`src/rtl/lvlmon_pkg.sv`:
```
package lvlmon_pkg;
    localparam int SLOTS     = 32;
    localparam int SLOT_W    = $clog2(SLOTS);
    localparam int BYTE_W    = 8;
    localparam int LVL_W     = BYTE_W - 1;
    localparam int LIST_SIZE = SLOTS / 2;

    typedef logic [SLOTS-1:0] rpt_t;

    typedef struct packed {
        logic              vld;
        logic [BYTE_W-1:0] msb;
        logic [SLOT_W-1:0] slot;
    } smp_t;

    // Magnitude of a signed byte; 9 bits hold the -128 case.
    function automatic logic [BYTE_W:0] mag_of(input logic [BYTE_W-1:0] b);
        logic [BYTE_W:0] ext;
        ext = {b[BYTE_W-1], b};
        return b[BYTE_W-1] ? (~ext + 1'b1) : ext;
    endfunction
endpackage

```
`src/rtl/lvlmon_cmp.sv`:
```
module lvlmon_cmp
    import lvlmon_pkg::*;
(
    input  smp_t             smp,
    input  logic [LVL_W-1:0] lvl_max,
    output rpt_t             hit_vec
);
    logic [BYTE_W:0] mag;
    logic            over;

    always_comb begin
        mag  = mag_of(smp.msb);
        over = smp.vld && (mag > {2'b00, lvl_max});
    end

    for (genvar i = 0; i < SLOTS; i++) begin : g_dec
        assign hit_vec[i] = over && (smp.slot == SLOT_W'(i));
    end
endmodule

```
`src/rtl/lvlmon_reg.sv`:
```
module lvlmon_reg
    import lvlmon_pkg::*;
(
    input  logic clk,
    input  logic rst,
    input  rpt_t hit_vec,
    input  logic rd_stb,
    output rpt_t rpt_q
);
    rpt_t nxt;

    always_comb begin
        nxt = (rd_stb ? '0 : rpt_q) | hit_vec;
    end

    always_ff @(posedge clk) begin
        if (rst) rpt_q <= '0;
        else     rpt_q <= nxt;
    end
endmodule

```
`src/rtl/lvlmon_top.sv`:
```
module lvlmon_top
    import lvlmon_pkg::*;
(
    input  logic        clk,
    input  logic        rst,
    input  logic        smp_vld,
    input  logic [7:0]  smp_msb,
    input  logic [4:0]  smp_slot,
    input  logic [6:0]  lvl_max,
    input  logic        rd_stb,
    output logic [31:0] rd_data,
    output logic [31:0] rpt_q
);
    smp_t smp;
    rpt_t hit_vec;
    rpt_t rpt_w;

    assign smp = '{vld: smp_vld, msb: smp_msb, slot: smp_slot};

    lvlmon_cmp u_cmp (
        .smp     (smp),
        .lvl_max (lvl_max),
        .hit_vec (hit_vec)
    );

    lvlmon_reg u_reg (
        .clk     (clk),
        .rst     (rst),
        .hit_vec (hit_vec),
        .rd_stb  (rd_stb),
        .rpt_q   (rpt_w)
    );

    assign rpt_q   = rpt_w;
    assign rd_data = rpt_w;
endmodule

```
`config.mk`:
```
export PLATFORM = sky130hd
export DESIGN_NAME = lvlmon_top
export DESIGN_NICKNAME = d
export VERILOG_FILES = /design/src/rtl/lvlmon_pkg.sv /design/src/rtl/lvlmon_cmp.sv /design/src/rtl/lvlmon_reg.sv /design/src/rtl/lvlmon_top.sv
export SDC_FILE = /design/constraint.sdc
export NUM_CORES = 1
export LEC_CHECK = 0
export BUFFER_PORTS_ARGS = -buffer_cell sky130_fd_sc_hd__buf_2
export CORE_ASPECT_RATIO = 1.2
export CORE_MARGIN = 2
export CORE_UTILIZATION = 45
export DETAILED_ROUTE_END_ITERATION = 10
export GPL_ROUTABILITY_DRIVEN = 0
export HOLD_SLACK_MARGIN = 0.06
export PLACE_DENSITY = 0.79
export SETUP_SLACK_MARGIN = 0.05
export SYNTH_ARGS = -nofsm -noshare
export SYNTH_HDL_FRONTEND = slang
export SYNTH_SLANG_ARGS = --single-unit
```
`constraint.sdc`:
```
create_clock -name clk -period 2.8 [get_ports clk]
set_clock_uncertainty 0.1 [all_clocks]
set_input_delay 0 -clock clk [delete_from_list [all_inputs] [get_ports clk]]
set_output_delay 0 -clock clk [all_outputs]
set_load 0.005 [all_outputs]
```
Yosys cells after proc, flatten, opt, wreduce, memory -nomap -nowiden --
Index checks and enable logic that the tools add are counted.
Operators by class: $add $sub $neg 1, $lt $le $gt $ge 1, equality and inequality tests 31, muxes and demuxes 2, bitwise logic cells 2, reduce and logical (&&, ||, !) cells 34
Operators with widths (count):
- == test 5 bit (second input constant) | 16
- == test 5 x 4 -> 1 bit (second input constant) | 8
- logical AND 1 bit | 33
- 2-to-1 mux 32 bit | 1
- bitwise OR 32 bit | 1
- == test 5 x 3 -> 1 bit (second input constant) | 4
- == test 5 x 2 -> 1 bit (second input constant) | 2
- adder 9 x 1 -> 9 bit (second input constant) | 1
- > comparator 9 x 7 -> 1 bit | 1
- 2-to-1 mux 9 bit | 1
- NOT 9 bit | 1
- == test 5 x 1 -> 1 bit (second input constant) | 1
- logical NOT 5 bit | 1
Storage, ports and cells: bits in registers 32, output and inout bits 64, word-level logic and storage cells 72

Longest topological paths before layout --
depth after elaboration 7, mapped depth 12, gate-level depth less buffers 11

Cells and area by module --
From an unflattened synthesis, not the netlist that was laid out.
Unflattened totals: cells, all modules 300, area, all modules 2263.4 um2
Modules (own cells, without submodules):
- lvlmon_reg | times used 1, cells each 134, area an instance 1151.1 um2, seq. area each 640.6 um2
- lvlmon_cmp | times used 1, cells each 134, area an instance 872.1 um2, seq. area each 0.0 um2
- lvlmon_top | times used 1, cells each 32, area an instance 240.2 um2, seq. area each 0.0 um2

Least setup slack after synthesis --
No wires, ideal clock.
path type input -> register, start input port smp_msb[2], end register u_reg.rpt_q[12], library setup time 0.117 ns, data arrival time 1.924 ns, setup slack 0.658 ns, cell stages on the path 10, buffers on the path 1, cells stage by stage or3_4 o31ai_1 xnor2_1 ha_1 nand4_1 nor2_1 o32a_1 o21ai_2 buf_6 a32o_1
Between the ends: cells in the longest elaborated chain, start to end 7
Ends and longest elaborated chain:
- from (decl) | line lvlmon_top.sv:7 | input logic [7:0] smp_msb,
- NOT 9 bit | line lvlmon_pkg.sv:20 | return b[BYTE_W-1] ? (~ext + 1'b1) : ext;
- adder 9 x 1 -> 9 bit | line lvlmon_pkg.sv:20
- 2-to-1 mux 9 bit * | line lvlmon_pkg.sv:20
- > comparator 9 x 7 -> 1 bit * | line lvlmon_cmp.sv:13 | over = smp.vld && (mag > {2'b00, lvl_max});
- logical AND 1 bit * | line lvlmon_cmp.sv:13
- logical AND 1 bit * | line lvlmon_cmp.sv:17 | assign hit_vec[i] = over && (smp.slot == SLOT_W'(i));
- bitwise OR 32 bit * | line lvlmon_reg.sv:13 | nxt = (rd_stb ? '0 : rpt_q) | hit_vec;
- to (signal assigned) | line lvlmon_reg.sv:18 | else rpt_q <= nxt;
- to (decl) | line lvlmon_reg.sv:8 | output rpt_t rpt_q
Every way passes the cells marked *; elsewhere a longest branch is shown, timed or not. A chain may end at the register's enable or synchronous reset.

Worst setup path in the final report --
start input port smp_msb[2], end register u_reg.rpt_q[16]
Same word-level chain as after synthesis.

==> summary.log <==
[timing] worst hold margin 0.06673 ns
[synth] Distinct cells, synth 29
[synth] mean instance size in the synthesized netlist 9.220 µm²
[drt] total number of vias 1550
[worst_setup_path] standard cell with the maximum stage delay on the critical path sky130_fd_sc_hd__o21ai_2
[global_route] pin count of the biggest net entering global routing 33
[clocking] hold-fix buffers at CTS 6
[power_and_ir_drop] total power consumption of the routed design 1090 µW
[worst_setup_path] Critical Path Fanout Max 25
[worst_setup_path] data required time of the critical path 2.93 ns
[synth] net count after synthesis 219
[clocking] clock slew seen by the registers of the worst setup and hold paths 0.07 ns
[drt] met2 wirelength from detailed routing 2.050 mm
[final_layout] layout overhead on the synthesized area 24.09%
[synth] cell type with the largest total area after synthesis sky130_fd_sc_hd__dfxtp_1
[synth] Syn. warnings 0
[drt] count of nets left with antenna violations after detail routing 0
[drt] routed via count divided by cell count 5.132
[timing] slew at the pin closest to its max-slew limit 0.9724 ns
[global_route] overflow left after global routing 0
[timing] final setup violation count 0
[drt] uppermost layer routed met4
[synth] fraction of synthesized cell area taken by the top area cell type 0.3716
[timing] peak clock frequency supported by timing 413.4 MHz
[worst_setup_path] Setup crit end kind flop
[clocking] Setup Fix Bufs, Post-CTS 0
[final_layout] Largest register FFs 32
[synth] sequential-to-total area share from yosys stat 0.3716
[clocking] clk_lat worst skew 0.28 ns
[worst_setup_path] Largest delay share family, worst path compound AO/OA/AOI/OAI gates
[clocking] clock tree from TritonCTS done
[final_layout] share of post-route cells with drive strength above 1 0.4080
[worst_setup_path] list of cells traversed by the critical path buf_2 > or3_4 > o31ai_1 > xnor2_1 > ha_1 > nand4_1 > a21oi_1 > a31oi_1 > o21ai_2 > a32o_1
[drt] Routed WL per cell 13.35 µm
[worst_setup_path] Arr. time, crit path 2.55 ns
[die] effective utilization at floorplan 0.4706
[min_path] Min-Delay Startpoint smp_slot[2]
[clocking] post-cts gate resize count 0
[synth] main area contributors after synthesis sky130_fd_sc_hd__dfxtp_1 (37%), sky130_fd_sc_hd__buf_4 (14%), sky130_fd_sc_hd__a32o_1 (12%), sky130_fd_sc_hd__ha_1 (5.8%), sky130_fd_sc_hd__nand2_1 (3.3%)
[drt] first-pass detailed-route iteration total 4
[power_and_ir_drop] maximum resistive drop on vdd 0.2359 mV
[placed_design] estimated wirelength of the detail-placed design 2.911 mm
[final_layout] fill cell instance count of the final layout 363
[final_layout] final antenna diode count 0
[final_layout] register with the most flip-flops u_reg.rpt_q
[clocking] clock buffer count from CTS 5
[final_layout] # nets final 281
[die] standard-cell rows 24
[timing] unrepaired setup endpoints after global routing no
[timing] crit share post-route 0.8638
[min_path] Endpoint, Worst Hold u_reg.rpt_q[10]$_SDFF_PP0_
[synth] cell area after synthesis 1724 µm²
[timing] shortest period the worst path allows 2.419 ns
[die] Floorplan Core Area 3664 µm²
[worst_setup_path] beginning of the worst register-to-register path u_reg.rpt_q[14]$_SDFF_PP0_
[worst_setup_path] type of the worst setup path in2reg
[global_route] antenna violations before repair 0
[synth] synthesized instance count 187
[drt] Total Routed Length 4.031 mm
[global_route] first-pass GRT wire length 6.499 mm
[worst_setup_path] terminus of the critical flop-to-flop path u_reg.rpt_q[14]$_SDFF_PP0_
[timing] final count of pins violating max slew 0
[clocking] sinks on the clock net 32
[drt] DR DRC count 0
[timing] Setup TNS Final 0 ns
[global_route] gr usage total 0.1980
[die] area of the die 4345 µm²
[timing] headroom to the max-slew limit 0.3517
[drt] metal3 WL 208 µm
[clocking] count of H-tree levels built during CTS 2
[worst_setup_path] type of element launching the critical path input port
[clocking] Root Buffer Master sky130_fd_sc_hd__clkbuf_8
[placed_design] count of input and output buffers 87
[worst_setup_path] delay of the slowest cell on the worst path 0.77 ns
[clocking] Max Buffers Root-to-Sink 2
[power_and_ir_drop] power density over cell area 509.6 nW/µm²
[worst_setup_path] Critical Path Source smp_msb[2]
[drt] First DRT Iteration DRCs 56
[worst_setup_path] buffers and inverters on the worst path 1
[final_layout] biggest registers after layout u_reg.rpt_q x32
[die] height of the die 71.81 µm
[die] x dimension of the die 60.51 µm
[global_route] number of global-route vias before repair 1425
[min_path] worst hold path cell count 4
[run_status] run status finished, final reports clean
[power_and_ir_drop] standby leakage power 0.001078 µW
[drt] detailed-routing wirelength on met1 1.700 mm
[flow_run] max-cap violation count 0
[worst_setup_path] flop-to-flop setup slack 2.03 ns
[die] Top Ports 88
[timing] hold violation total from the final report 0
[synth] post-synthesis sequential element count 32
[worst_setup_path] depth of the worst register-to-register path 1
[min_path] hold crit path type in2reg
-- logic make-up (layout without fill, tap and decap cells) --
| kind of cell | Yosys count | in the layout | share of synthesized area |
|---|---|---|---|
| and+or+nand+nor | 50 | 50 | 0.1480 |
| buffers and inverters | 48 | 111 | 0.1829 |
| AOI/OAI and AO/OA | 44 | 44 | 0.2141 |
| DFF | 32 | 32 | 0.3716 |
| adders and majority gates | 8 | 8 | 0.05806 |
| xor gates and xnor gates | 5 | 5 | 0.02540 |
-- through the flow --
stage               cell area [µm²]  utilization  setup slack, ns  instances
finish                         2140       0.5840           0.3813        302
global route                   2140       0.5840           0.1238        302
CTS                            2140       0.5840           0.3944        302
detailed placement             1953       0.5331           0.1143        288
global placement               1953       0.5331           0.1784        288
floorplan                      1724            -           0.6583        187
-- where the power goes --
group	total (µW)	internal (µW)	leakage, µW	switching, µW
combinational	149	58.2	0.000756	91.3
sequential	460	458	0.000258	1.91
clock	481	314	0.0000645	167
total	1090	830	0.00108	261
-- metal layers --
layer | up-vias | track usage
li1 | 770 | -
met1 | 721 | 0.2315
met2 | 53 | 0.3357
met3 | 6 | 0.05235
met4 | 0 | 0.08213
met5 | - | 0
-- cell type report --
| class | count | area [µm²] | area share |
|---|---|---|---|
| tap | 52 | 65.06 | 0.03041 |
| sequential | 32 | 640.6 | 0.2994 |
| inverter | 9 | 33.78 | 0.01579 |
| timing repair buffer | 94 | 503.0 | 0.2351 |
| multi-input combinational | 107 | 770.7 | 0.3602 |
| clock buffer | 7 | 96.34 | 0.04503 |
| clock inverter | 1 | 30.03 | 0.01404 |
-- cells in the mapped netlist --
cell,n
sky130_fd_sc_hd__a21o_1,1
sky130_fd_sc_hd__a21oi_1,3
sky130_fd_sc_hd__a22o_1,4
sky130_fd_sc_hd__a31oi_1,1
sky130_fd_sc_hd__a32o_1,21
sky130_fd_sc_hd__buf_4,32
sky130_fd_sc_hd__buf_6,2
sky130_fd_sc_hd__clkbuf_1,5
sky130_fd_sc_hd__dfxtp_1,32
sky130_fd_sc_hd__ha_1,8
sky130_fd_sc_hd__inv_1,9
sky130_fd_sc_hd__nand2_1,15
sky130_fd_sc_hd__nand2b_1,6
sky130_fd_sc_hd__nand3_1,1
sky130_fd_sc_hd__nand3b_1,2
sky130_fd_sc_hd__nand4_1,2
sky130_fd_sc_hd__nor2_1,9
sky130_fd_sc_hd__nor3_1,6
sky130_fd_sc_hd__nor3b_1,3
sky130_fd_sc_hd__nor4_1,2
sky130_fd_sc_hd__o21a_2,1
sky130_fd_sc_hd__o21ai_0,6
sky130_fd_sc_hd__o21ai_2,1
sky130_fd_sc_hd__o31ai_1,5
sky130_fd_sc_hd__o32a_1,1
sky130_fd_sc_hd__or2_2,2
sky130_fd_sc_hd__or3_1,1
sky130_fd_sc_hd__or3_4,1
sky130_fd_sc_hd__xnor2_1,5
-- tightest hold or removal path, stage by stage --
cell and delay [ns]:
sky130_fd_sc_hd__buf_2 0.15, sky130_fd_sc_hd__nor3b_1 0.11, sky130_fd_sc_hd__nand2_1 0.08, sky130_fd_sc_hd__o21ai_0 0.06
-- cells in the final DEF, fill, tap and decap left out, types with 2 or more instances in the layout --
master / netlist / final
sky130_fd_sc_hd__a21oi_1: 3 / 3
sky130_fd_sc_hd__nand4_1: 2 / 2
sky130_fd_sc_hd__inv_1: 9 / 9
sky130_fd_sc_hd__buf_2: 0 / 87
sky130_fd_sc_hd__or2_2: 2 / 2
sky130_fd_sc_hd__dfxtp_1: 32 / 32
sky130_fd_sc_hd__a32o_1: 21 / 21
sky130_fd_sc_hd__nor3_1: 6 / 6
sky130_fd_sc_hd__clkbuf_8: 0 / 7
sky130_fd_sc_hd__nor4_1: 2 / 2
sky130_fd_sc_hd__nand3b_1: 2 / 2
sky130_fd_sc_hd__dlygate4sd3_1: 0 / 6
sky130_fd_sc_hd__ha_1: 8 / 8
sky130_fd_sc_hd__xnor2_1: 5 / 5
sky130_fd_sc_hd__nor3b_1: 3 / 3
sky130_fd_sc_hd__o31ai_1: 5 / 5
sky130_fd_sc_hd__nand2b_1: 6 / 6
sky130_fd_sc_hd__nor2_1: 9 / 8
sky130_fd_sc_hd__nand2_1: 15 / 15
sky130_fd_sc_hd__a22o_1: 4 / 4
sky130_fd_sc_hd__o21ai_0: 6 / 6
-- how the worst max path moves through the flow --
stage | end | slack (ns) | cells past startpoint
2_1_floorplan | u_reg.rpt_q[12]$_SDFF_PP0_ | 0.66 | 10
3_3_place_gp | u_reg.rpt_q[16]$_SDFF_PP0_ | 0.18 | 10
3_5_place_dp | u_reg.rpt_q[16]$_SDFF_PP0_ | 0.11 | 10
4_1_cts | u_reg.rpt_q[12]$_SDFF_PP0_ | 0.39 | 10
5_1_grt | u_reg.rpt_q[6]$_SDFF_PP0_ | 0.12 | 10
6_report | u_reg.rpt_q[16]$_SDFF_PP0_ | 0.38 | 10
(Power assumes the default switching activity.)
